**src/rtl/clkgrp_pkg.sv**
```systemverilog
package clkgrp_pkg;

  localparam int GRP_SYS   = 0;
  localparam int GRP_TUN   = 1;
  localparam int MAX_RATES = 6;
  localparam int IDXW      = $clog2(MAX_RATES);
  localparam int STRIDE    = 16;

  typedef enum logic [2:0] {
    ST_IDLE,
    ST_PLL_PRE,
    ST_WR,
    ST_PLL_POST,
    ST_DONE
  } seq_state_t;

  function automatic int grp_ndiv(int g);
    return (g == GRP_SYS) ? 16 : 3;
  endfunction

  function automatic int grp_nrate(int g);
    return (g == GRP_SYS) ? 4 : 6;
  endfunction

  function automatic int grp_base(int g);
    return (g == GRP_SYS) ? 'h180 : 'h380;
  endfunction

  // output rate of table entry i, MHz
  function automatic int rate_of(int g, int i);
    return (g == GRP_SYS) ? (i + 1) * 200 : (i + 1) * 25;
  endfunction

  // PLL rate of table entry i, MHz
  function automatic int pll_of(int g, int i);
    if (g == GRP_SYS) return (i == 2) ? 600 : 800;
    return (i == 4) ? 700 : 600;
  endfunction

  // divide value for divider r at table entry i
  function automatic int div_of(int g, int i, int r);
    int b;
    if (g == GRP_SYS) begin
      if (r == 1) return (i == 0) ? 4 : ((i == 1) ? 2 : 1);
      case (r)
        0, 8, 10, 13: b = 4;
        6:            b = 1;
        11:           b = 8;
        12, 14:       b = 24;
        15:           b = 16;
        default:      b = 2;
      endcase
      // rows scaled by 3/4 at the 600 MHz PLL point
      if (i == 2 && b != 2 && b != 1) return (b * 3) / 4;
      return b;
    end
    case (r)
      0: begin
        case (i)
          0: return 24;
          1: return 12;
          2: return 8;
          3, 4: return 6;
          default: return 4;
        endcase
      end
      1: return (i == 4) ? 5 : 4;
      default: return (i == 4) ? 10 : 8;
    endcase
  endfunction

endpackage

```
**src/rtl/clkgrp_lookup.sv**
```systemverilog
module clkgrp_lookup
  import clkgrp_pkg::*;
#(
  parameter int GROUP = GRP_SYS,
  parameter int RW    = 12
) (
  input  logic [RW-1:0]   rate,
  output logic            hit,
  output logic [IDXW-1:0] idx,
  output logic [RW-1:0]   pll_mhz
);
  localparam int N = grp_nrate(GROUP);

  logic [N-1:0] match;

  for (genvar i = 0; i < N; i++) begin : g_cmp
    assign match[i] = (rate == RW'(rate_of(GROUP, i)));
  end

  always_comb begin
    hit     = |match;
    idx     = '0;
    pll_mhz = '0;
    for (int i = N - 1; i >= 0; i--) begin
      if (match[i]) begin
        idx     = IDXW'(i);
        pll_mhz = RW'(pll_of(GROUP, i));
      end
    end
  end

  always_comb begin
    assert_match_unique_R1: assert ($onehot0(match));
  end
endmodule

```
**src/rtl/clkgrp_divgen.sv**
```systemverilog
module clkgrp_divgen
  import clkgrp_pkg::*;
#(
  parameter int GROUP = GRP_SYS,
  parameter int AW    = 12,
  parameter int DW    = 8
) (
  input  logic            clk,
  input  logic            rst_n,
  input  logic            start,
  input  logic [IDXW-1:0] idx_in,
  output logic            wr,
  output logic [AW-1:0]   addr,
  output logic [DW-1:0]   data,
  output logic            last
);
  localparam int N    = grp_ndiv(GROUP);
  localparam int CW   = (N > 1) ? $clog2(N) : 1;
  localparam int BASE = grp_base(GROUP);

  logic            active;
  logic [CW-1:0]   cnt;
  logic [IDXW-1:0] idx_q;

  always_ff @(posedge clk or negedge rst_n) begin
    if (!rst_n) begin
      active <= 1'b0;
      cnt    <= '0;
      idx_q  <= '0;
    end else if (start) begin
      active <= 1'b1;
      cnt    <= '0;
      idx_q  <= idx_in;
    end else if (active) begin
      if (last) active <= 1'b0;
      else      cnt    <= cnt + 1'b1;
    end
  end

  assign wr   = active;
  assign last = active && (cnt == CW'(N - 1));
  assign addr = AW'(BASE) + AW'(cnt) * AW'(STRIDE);
  assign data = DW'(div_of(GROUP, int'(idx_q), int'(cnt)));

  assert_wr_ascending_R4: assert property (@(posedge clk) disable iff (!rst_n)
    (wr && $past(wr)) |-> (addr == $past(addr) + AW'(STRIDE)));
  assert_start_when_idle_R4: assert property (@(posedge clk) disable iff (!rst_n)
    start |-> !active);
endmodule

```
**src/rtl/clkgrp_retune_seq.sv**
```systemverilog
module clkgrp_retune_seq
  import clkgrp_pkg::*;
#(
  parameter int GROUP = GRP_SYS,
  parameter int RW    = 12,
  parameter int AW    = 12,
  parameter int DW    = 8,
  parameter int RESW  = 2
) (
  input  logic            clk,
  input  logic            rst_n,
  input  logic            req_valid,
  input  logic [RW-1:0]   req_rate_mhz,
  input  logic [RW-1:0]   cur_pll_mhz,
  output logic            done,
  output logic            err_invalid,
  output logic [RESW-1:0] result,
  output logic            div_wr,
  output logic [AW-1:0]   div_addr,
  output logic [DW-1:0]   div_data,
  output logic            pll_req,
  output logic [RW-1:0]   pll_target_mhz,
  input  logic            pll_done,
  input  logic [RESW-1:0] pll_result
);
  seq_state_t      state;
  logic            lk_hit;
  logic [IDXW-1:0] lk_idx;
  logic [RW-1:0]   lk_pll;
  logic [IDXW-1:0] idx_q;
  logic [RW-1:0]   tgt_q;
  logic            pre_q, err_q;
  logic [RESW-1:0] res_q;
  logic            wr_start, wr_last;
  logic [IDXW-1:0] gen_idx;
  logic            pll_lower;
  logic            wr_any, pll_any;

  clkgrp_lookup #(.GROUP(GROUP), .RW(RW)) u_lookup (
    .rate    (req_rate_mhz),
    .hit     (lk_hit),
    .idx     (lk_idx),
    .pll_mhz (lk_pll)
  );

  assign pll_lower = (lk_pll < cur_pll_mhz);
  assign gen_idx   = (state == ST_IDLE) ? lk_idx : idx_q;
  assign wr_start  = ((state == ST_IDLE) && req_valid && lk_hit && !pll_lower) ||
                     ((state == ST_PLL_PRE) && pll_done);

  clkgrp_divgen #(.GROUP(GROUP), .AW(AW), .DW(DW)) u_divgen (
    .clk    (clk),
    .rst_n  (rst_n),
    .start  (wr_start),
    .idx_in (gen_idx),
    .wr     (div_wr),
    .addr   (div_addr),
    .data   (div_data),
    .last   (wr_last)
  );

  always_ff @(posedge clk or negedge rst_n) begin
    if (!rst_n) begin
      state <= ST_IDLE;
      idx_q <= '0;
      tgt_q <= '0;
      pre_q <= 1'b0;
      err_q <= 1'b0;
      res_q <= '0;
    end else begin
      case (state)
        ST_IDLE: if (req_valid) begin
          res_q <= '0;
          if (!lk_hit) begin
            err_q <= 1'b1;
            state <= ST_DONE;
          end else begin
            err_q <= 1'b0;
            idx_q <= lk_idx;
            tgt_q <= lk_pll;
            pre_q <= pll_lower;
            state <= pll_lower ? ST_PLL_PRE : ST_WR;
          end
        end
        ST_PLL_PRE: if (pll_done) begin
          res_q <= pll_result;
          state <= ST_WR;
        end
        ST_WR: if (wr_last) state <= pre_q ? ST_DONE : ST_PLL_POST;
        ST_PLL_POST: if (pll_done) begin
          res_q <= pll_result;
          state <= ST_DONE;
        end
        default: state <= ST_IDLE;
      endcase
    end
  end

  // per-request event flags, kept for the ordering checks
  always_ff @(posedge clk or negedge rst_n) begin
    if (!rst_n) begin
      wr_any  <= 1'b0;
      pll_any <= 1'b0;
    end else if (state == ST_IDLE && req_valid) begin
      wr_any  <= 1'b0;
      pll_any <= 1'b0;
    end else begin
      if (div_wr)  wr_any  <= 1'b1;
      if (pll_req) pll_any <= 1'b1;
    end
  end

  assign pll_req        = (state == ST_PLL_PRE) || (state == ST_PLL_POST);
  assign pll_target_mhz = tgt_q;
  assign done           = (state == ST_DONE);
  assign err_invalid    = done && err_q;
  assign result         = res_q;

  assert_pll_before_wr_R2: assert property (@(posedge clk) disable iff (!rst_n)
    (state == ST_PLL_PRE) |-> !wr_any);
  assert_wr_before_pll_R3: assert property (@(posedge clk) disable iff (!rst_n)
    (state == ST_PLL_POST) |-> wr_any);
  assert_invalid_silent_R1: assert property (@(posedge clk) disable iff (!rst_n)
    err_invalid |-> (!wr_any && !pll_any));
  assert_no_overlap_R7: assert property (@(posedge clk) disable iff (!rst_n)
    div_wr |-> !pll_req);
  assert_target_stable_R7: assert property (@(posedge clk) disable iff (!rst_n)
    (pll_req && $past(pll_req)) |-> $stable(pll_target_mhz));
  assert_done_pulse_R8: assert property (@(posedge clk) disable iff (!rst_n)
    done |=> !done);
endmodule

```
**config.mk**
```make
export PLATFORM = sky130hd
export DESIGN_NAME = clkgrp_retune_seq
export DESIGN_NICKNAME = d
export VERILOG_FILES = /design/src/rtl/clkgrp_pkg.sv /design/src/rtl/clkgrp_lookup.sv /design/src/rtl/clkgrp_divgen.sv /design/src/rtl/clkgrp_retune_seq.sv
export SDC_FILE = /design/constraint.sdc
export NUM_CORES = 1
export LEC_CHECK = 0
export BUFFER_PORTS_ARGS = -buffer_cell sky130_fd_sc_hd__buf_2
export CAP_MARGIN = 30
export CORE_UTILIZATION = 23
export CTS_CLUSTER_DIAMETER = 60
export DETAILED_ROUTE_END_ITERATION = 10
export RECOVER_POWER = 50
export SLEW_MARGIN = 40
export SYNTH_ARGS = -nofsm -noshare
export SYNTH_HDL_FRONTEND = slang
export SYNTH_HIERARCHICAL = 1
export SYNTH_SLANG_ARGS = --single-unit
```
**constraint.sdc**
```tcl
create_clock -name clk -period 3 [get_ports clk]
set_clock_uncertainty 0.15 [all_clocks]
set_input_delay 0.6 -clock clk [delete_from_list [all_inputs] [get_ports clk]]
set_output_delay 0.6 -clock clk [all_outputs]
set_load 0.03 [all_outputs]
```
Word level (Yosys, flattened, before mapping)
Memories as Yosys holds them, arrays and structs flattened.
Index checks and enable logic that the tools add are counted.
- bits in registers: 30
- ROM bits: 80
- bits of input ports: 30
- output and inout port bits: 38
- word-level logic and storage cells: 102
- memories kept: 1
- add/sub/neg operators: 3
- multiply operators: 1
- $lt $le $gt $ge: 1
- equality and inequality tests: 20
- multiplexer cells: 43
- bitwise operators: 1
- reductions and logical operators: 23
- memory list (memory ; words ; width ; read ports ; clocked after Yosys merged registers in ; write ports ; RTL line ; source):
    (no name shown) ; 16 ; 5 ; 1 ; 0 ; 0 ; clkgrp_pkg.sv:45 ; case (r)
- operators by type and width (operator ; number):
    $mux 12 ; 4
    $mul 32x3->32 const B ; 1
    $mux 32 ; 1
    $mux 8 ; 4
    $ne 32x2->1 const B ; 1
    $ne 32x3->1 const B ; 1
    $mux 9 ; 3
    $eq 12x10->1 const B ; 2
    $mux 3 ; 8
    $mux 2 ; 8
    $eq 12x8->1 const B ; 1
    $eq 12x9->1 const B ; 1
    $lt 12x12->1 ; 1
    $mux 4 ; 3
    $pmux 3 s4 ; 1
    $add 9x8->10 const A ; 1
    $mux 1 ; 10
    $eq 3x2->1 const B ; 3
    $add 8x1->8 ; 1
    $logic_and 1x1->1 ; 8
    $eq 3x3->1 const B ; 2
    $logic_not 3->1 ; 2
    $ne 2x1->1 const B ; 3
    $ne 2x2->1 const B ; 3
    other kinds (14) ; 19

Depth between registers and ports, before layout
- depth in word-level cells: 13
- mapped depth: 12
- gate-level depth less buffers: 12

Modules after synthesis
The synthesis kept the hierarchy.
- by module, submodules not included (module ; instances ; cells each ; area an instance (um^2) ; sequential area each (um^2)):
    clkgrp_retune_seq ; 1 ; 125 ; 1366.3 ; 550.5
    clkgrp_divgen ; 1 ; 114 ; 1018.5 ; 200.2
    clkgrp_lookup ; 1 ; 32 ; 251.5 ; 0.0

Worst setup path after synthesis
Ideal clock, no wire load.
- kind: reg2out
- start: register u_divgen.cnt[0]
- end: output div_data[1]
- arrival: 3178 ps
- data required time: 2250 ps
- setup slack: -928 ps
- cell stages (with the launch flop): 11
- buffers on the path: 0
- path through: dfrtp_1 inv_1 ha_1 or2_2 a21oi_1 nor2_1 xnor2_1 ha_1 fa_1 nor3_1 o31ai_1
- cells in the longest elaborated chain, start to end: 9
- elaborated cells on any way between the ends: 18
- those cells by class: add/sub (1); mul (1); eq/ne (3); mux (8); bitwise (1); reduce/logical (3); memory (1)
- RTL lines (what ; RTL line ; source):
    from (decl) ; clkgrp_divgen.sv:22 ; logic [CW-1:0] cnt;
    from (signal assigned) ; clkgrp_divgen.sv:36 ; else cnt <= cnt + 1'b1;
    $mem_v2 16x5 ; -- ;
    $mux 32 ; clkgrp_pkg.sv:45 ;
    $mul 32x3->32 / $ne 32x3->1 (equally long branches) ; clkgrp_pkg.sv:54 ; if (i == 2 && b != 2 && b != 1) return (b * 3) / 4;
    $reduce_or 2->1 (no line) / $logic_and 1x1->1 (equally long branches) ; -- ;
    $and 1x1->1 (no line) / $logic_and 1x1->1 (equally long branches) ; -- ;
    $add 8x1->8 (no line) / $mux 1 (equally long branches) ; -- ;
    $mux 8 / $mux 1 (equally long branches) ; clkgrp_pkg.sv:54, clkgrp_pkg.sv:45 ;
    $mux 8 ; clkgrp_pkg.sv:55 ; return b;
    $mux 8 (*) ; clkgrp_pkg.sv:45 ;
    to (decl) ; clkgrp_retune_seq.sv:20 ; output logic [DW-1:0] div_data,
Every way passes the cells marked *; elsewhere a longest branch is shown, timed or not. The select of a mux whose other input is x is not followed.

Worst setup path in the final report
- start: register u_divgen.cnt[0]
- end: output div_data[4]
Same word-level chain as after synthesis.

==> metrics.md <==
| Metric | Value |
|---|---|
| Post-synthesis cell area | 2640 um^2 |
| Synth Area per Inst | 9.73 um^2 |
| Top achievable clock speed | 286 MHz |
| Congestion Overflow GR | 0 |
| Drc violations | 0 |
| Worst relative slew slack | -0.0876 |
| Count of yosys warnings during synthesis | 6 |
| Starting density of the core | 0.240 |
| Cell Chain, Critical Path | inv_4, ha_4, or2_4, a21oi_4, nor2_4, xnor2_2, ha_2, fa_2, a2111oi_4, nor3_2, buf_4 |
| # nets final | 437 |
| Pin count of the biggest net entering global routing | 31 |
| Worst R2R Setup Slack | 0.93 ns |
| Die width | 109 um |
| Drt first-iter violations | 81 |
| Launch point of the worst reg-to-reg path | u_divgen/cnt[0] |
| Clock slew at the register clock pins of the worst setup and hold paths | 0.05 ns |
| Number of max-cap violations | 1 |
| Cell-internal power | 0.878 mW |
| Cell family with most CP delay | adder cells |
| Total setup violations reported at the end of the flow | 5 |
| HP Class | flip-flop to flip-flop |
| Number of input and output port buffers inserted | 58 |
| Most common library cell in the layout ignoring fill and taps | buf_4 |
| Crit Path Category | flip-flop to primary output |
| Nature of the critical path startpoint | flip-flop |
| Synthesized-area fraction occupied by xor and xnor cells | 0.0228 |
| Register-to-Register Path Depth | 10 |
| Leading register cell type out of synthesis | dfrtp_1 |
| Clock sinks | 30 |
| Highest-delay cell along the critical path | dfrtp_2 |
| Avg WL per Cell | 12.4 um |
| Compound-gate portion of the synthesized area | 0.132 |
| Violated checks | capacitance limit, slew limit, setup timing |
| RR Endpoint | state[1] |
| Vertical die dimension | 109 um |
| Cell count of the worst hold path | 2 |
| Relative contribution of sequential cells to total power | 0.356 |
| Psw | 0.291 mW |
| Largest fanout on the critical path | 5 |
| Fraction of power consumed by the clock network | 0.481 |
| Number of optimization iterations in the first detailed-route pass | 4 |
| Remaining number of nets flagged by the antenna check after routing | 0 |
| Most frequent cells in the layout | 55 x buf_4, 41 x buf_2, 27 x dfrtp_1, 17 x inv_1 |
| Post-synthesis sequential area ratio | 0.285 |
| Maximum count of clock buffers along a single path | 2 |
| Fraction of the mapped netlist area in adder cells | 0.131 |
| Critical path required time | 2.25 ns |
| Setup slack of the critical path after layout | -0.502 ns |
| Total placed instance area | 3350 um^2 |
| Antenna violations before repair | 0 |
| Number of hold buffers added after cts | 0 |
| Via density per instance | 4.39 |
| Layout overhead on the synthesized area | 46.0% |
| Final period util | 1.17 |
| Number of levels in the clock H-tree | 2 |
| Number of synthesized register bits | 30 |
| Number of flops mapped to enable cells by yosys | 0 |
| Combinational family with the most area after synthesis | simple AND/OR/NAND/NOR gates |
| Post-synth ARST share | 1.00 |
| Fraction of power spent switching nets | 0.249 |
| RD Place Congestion | 0.840 |
| Synthesized-area fraction occupied by and/or/nand/nor cells | 0.198 |
| Standard cell core area | 11000 um^2 |
| Library cell used as clock root buffer | clkbuf_16 |
| Hold Fails Final Rpt | 0 |
| Fin. max-slew vios | 31 |
| Total Die Area | 11900 um^2 |
| Vias in the first global route | 2244 |
| Number of buffers created by CTS | 5 |
| Final sum of negative setup slack | -2.08 ns |
| Fin crit period | 3.50 ns |
| FF+latch area | 754 um^2 |
| Synthesized instance count | 271 |
| Mux contribution to synthesized area | 0.114 |
| Transition time of the tightest slew-check pin | 1.63 ns |
| Launch point of the worst hold path | err_q |
| Area taken by multi-input logic gates | 1910 um^2 |
| Clock insertion delay at the later pin of the skew report | 0.27 ns |
| Worst Path Arrival | 2.75 ns |
| Setup repair after global routing missed its margin | yes |
| GRT Total Usage | 0.113 |
| Share of final-layout standard cells stronger than drive strength 1 | 0.507 |
| Hold Crit Endpoint | err_q |
| PD cells | 304 nW/um^2 |
| Lkg Pwr | 1.82 nW |
| Global-route wire length before repair | 10600 um |
| Crit path buf inv count | 2 |
| Fill cells | 1096 |
| CTS tree | yes |
| Total wire length after detailed routing | 6440 um |
| Result of the run | complete, but fails checks |
| Count of unique library cells instantiated by Yosys | 60 |
| Kind of end point of the critical path | primary output |
| Worst-case hold slack | 0.328 ns |
| Overall via count from detail_route | 2289 |
| Combinational Power Share | 0.163 |
| Row Count | 38 |
| Hpwl dp | 5000 um |
| Peak supply drop | 296 uV |
| Count of antenna diodes in the layout | 0 |
| Cell area after layout | 3850 um^2 |
| Slowest stage delay, CP | 0.40 ns |
| Total Power | 1.17 mW |
| Num ports | 68 |
worst max-delay path by stage:
stage	from	end	slack, ns	depth (start not counted)
after floorplan	u_divgen/cnt[1]	div_data[2]	-0.29	11
after global placement	u_divgen/cnt[0]	div_data[1]	-0.25	12
after detailed placement	req_rate_mhz[3]	u_divgen/idx_q[1]	-0.30	11
after CTS	u_divgen/cnt[0]	div_data[2]	-0.49	12
after global routing	u_divgen/cnt[1]	div_data[4]	-0.63	11
final	u_divgen/cnt[0]	div_data[4]	-0.50	11
cell type report:
class                   instances  share of cell area
well taps                     140              0.0455
repair buffers                115               0.197
flip-flops and latches         30               0.196
clock buffers                   5              0.0325
clock inverters                 3              0.0104
inverters                      22              0.0228
multi-input cells             206               0.495
logic make-up after synthesis:
kind of cell,after synthesis
xor+xnor,6
flops,30
simple gates,84
buf+inv,49
compound gates,49
other cells,2
mux,24
fa+ha+maj,27
through the flow:
step	util	setup WS, ns	instances
after CTS	0.339	-0.489	515
after floorplan	-	-0.286	285
after global routing	0.350	-0.629	521
after detailed placement	0.305	-0.304	500
after global placement	0.305	-0.253	500
final	0.350	-0.502	521
power by group through the flow:
stage | Sequential, mW | Clock, mW | Combinational (mW)
floorplan | 0.426 | 0 | 0.112
global placement | 0.423 | 0 | 0.165
detailed placement | 0.423 | 0 | 0.169
CTS | 0.416 | 0.580 | 0.186
global route | 0.417 | 0.595 | 0.212
finish | 0.417 | 0.562 | 0.190
synth_stat cells (2+ instances only):
cell      number  area share
a211oi_1       2      0.0057
a21oi_1       18       0.034
and2_1         3      0.0071
and2_2         2      0.0057
and3_1         3      0.0071
buf_4         22       0.063
buf_6          2      0.0085
conb_1         2      0.0028
dfrtp_1       30        0.28
ha_1          26        0.12
inv_1         22       0.031
mux2_2        13       0.056
mux2_4         9       0.051
mux2i_1        2      0.0076
nand2_1       11       0.016
nand3_1       14       0.027
nand3b_1       3      0.0085
nand4_1        4      0.0095
nand4b_1       2      0.0066
nor2_1        16       0.023
nor2b_1        4      0.0095
nor3_1         6       0.011
nor3_4         2       0.012
nor3b_1        3      0.0085
nor4_1         2      0.0047
o21a_1         2      0.0057
o21ai_0        9       0.017
o31ai_1        2      0.0057
xnor2_1        3       0.010
xor2_1         2      0.0066
sequential cells by signal, indices dropped and copies added (netlist names):
register,count
err_q,1
pre_q,1
idx_q,3
u_divgen/cnt,4
u_divgen/wr,1
pll_target_mhz,12
u_divgen/idx_q,3
state,3
result,2
per-layer routing:
metal | GRT usage | share of wire | vias up
met5 | 0 | 0 | -
met4 | 0.0328 | 0.015 | 0
met3 | 0.0173 | 0.031 | 8
met2 | 0.204 | 0.52 | 47
met1 | 0.136 | 0.43 | 1089
li1 | - | - | 1145
tightest hold or removal path, delay by kind of cell (launching register included):
kind             cells  cell delay [ns]
AO/OA/AOI/OAI        1             0.06
flip-flops           1             0.34
AND/OR/NAND/NOR      1             0.05
repair_timing:
| action | 4_1_cts | 5_1_grt |
|---|---|---|
| gates resized for setup | 33 | 15 |
| cloned | 0 | 0 |
| endpoints found under the setup margin | 8 | 10 |
| setup buffers | 8 | 6 |
| pin swaps | 16 | 9 |
Note: power is estimated with default switching activity, not from simulation.
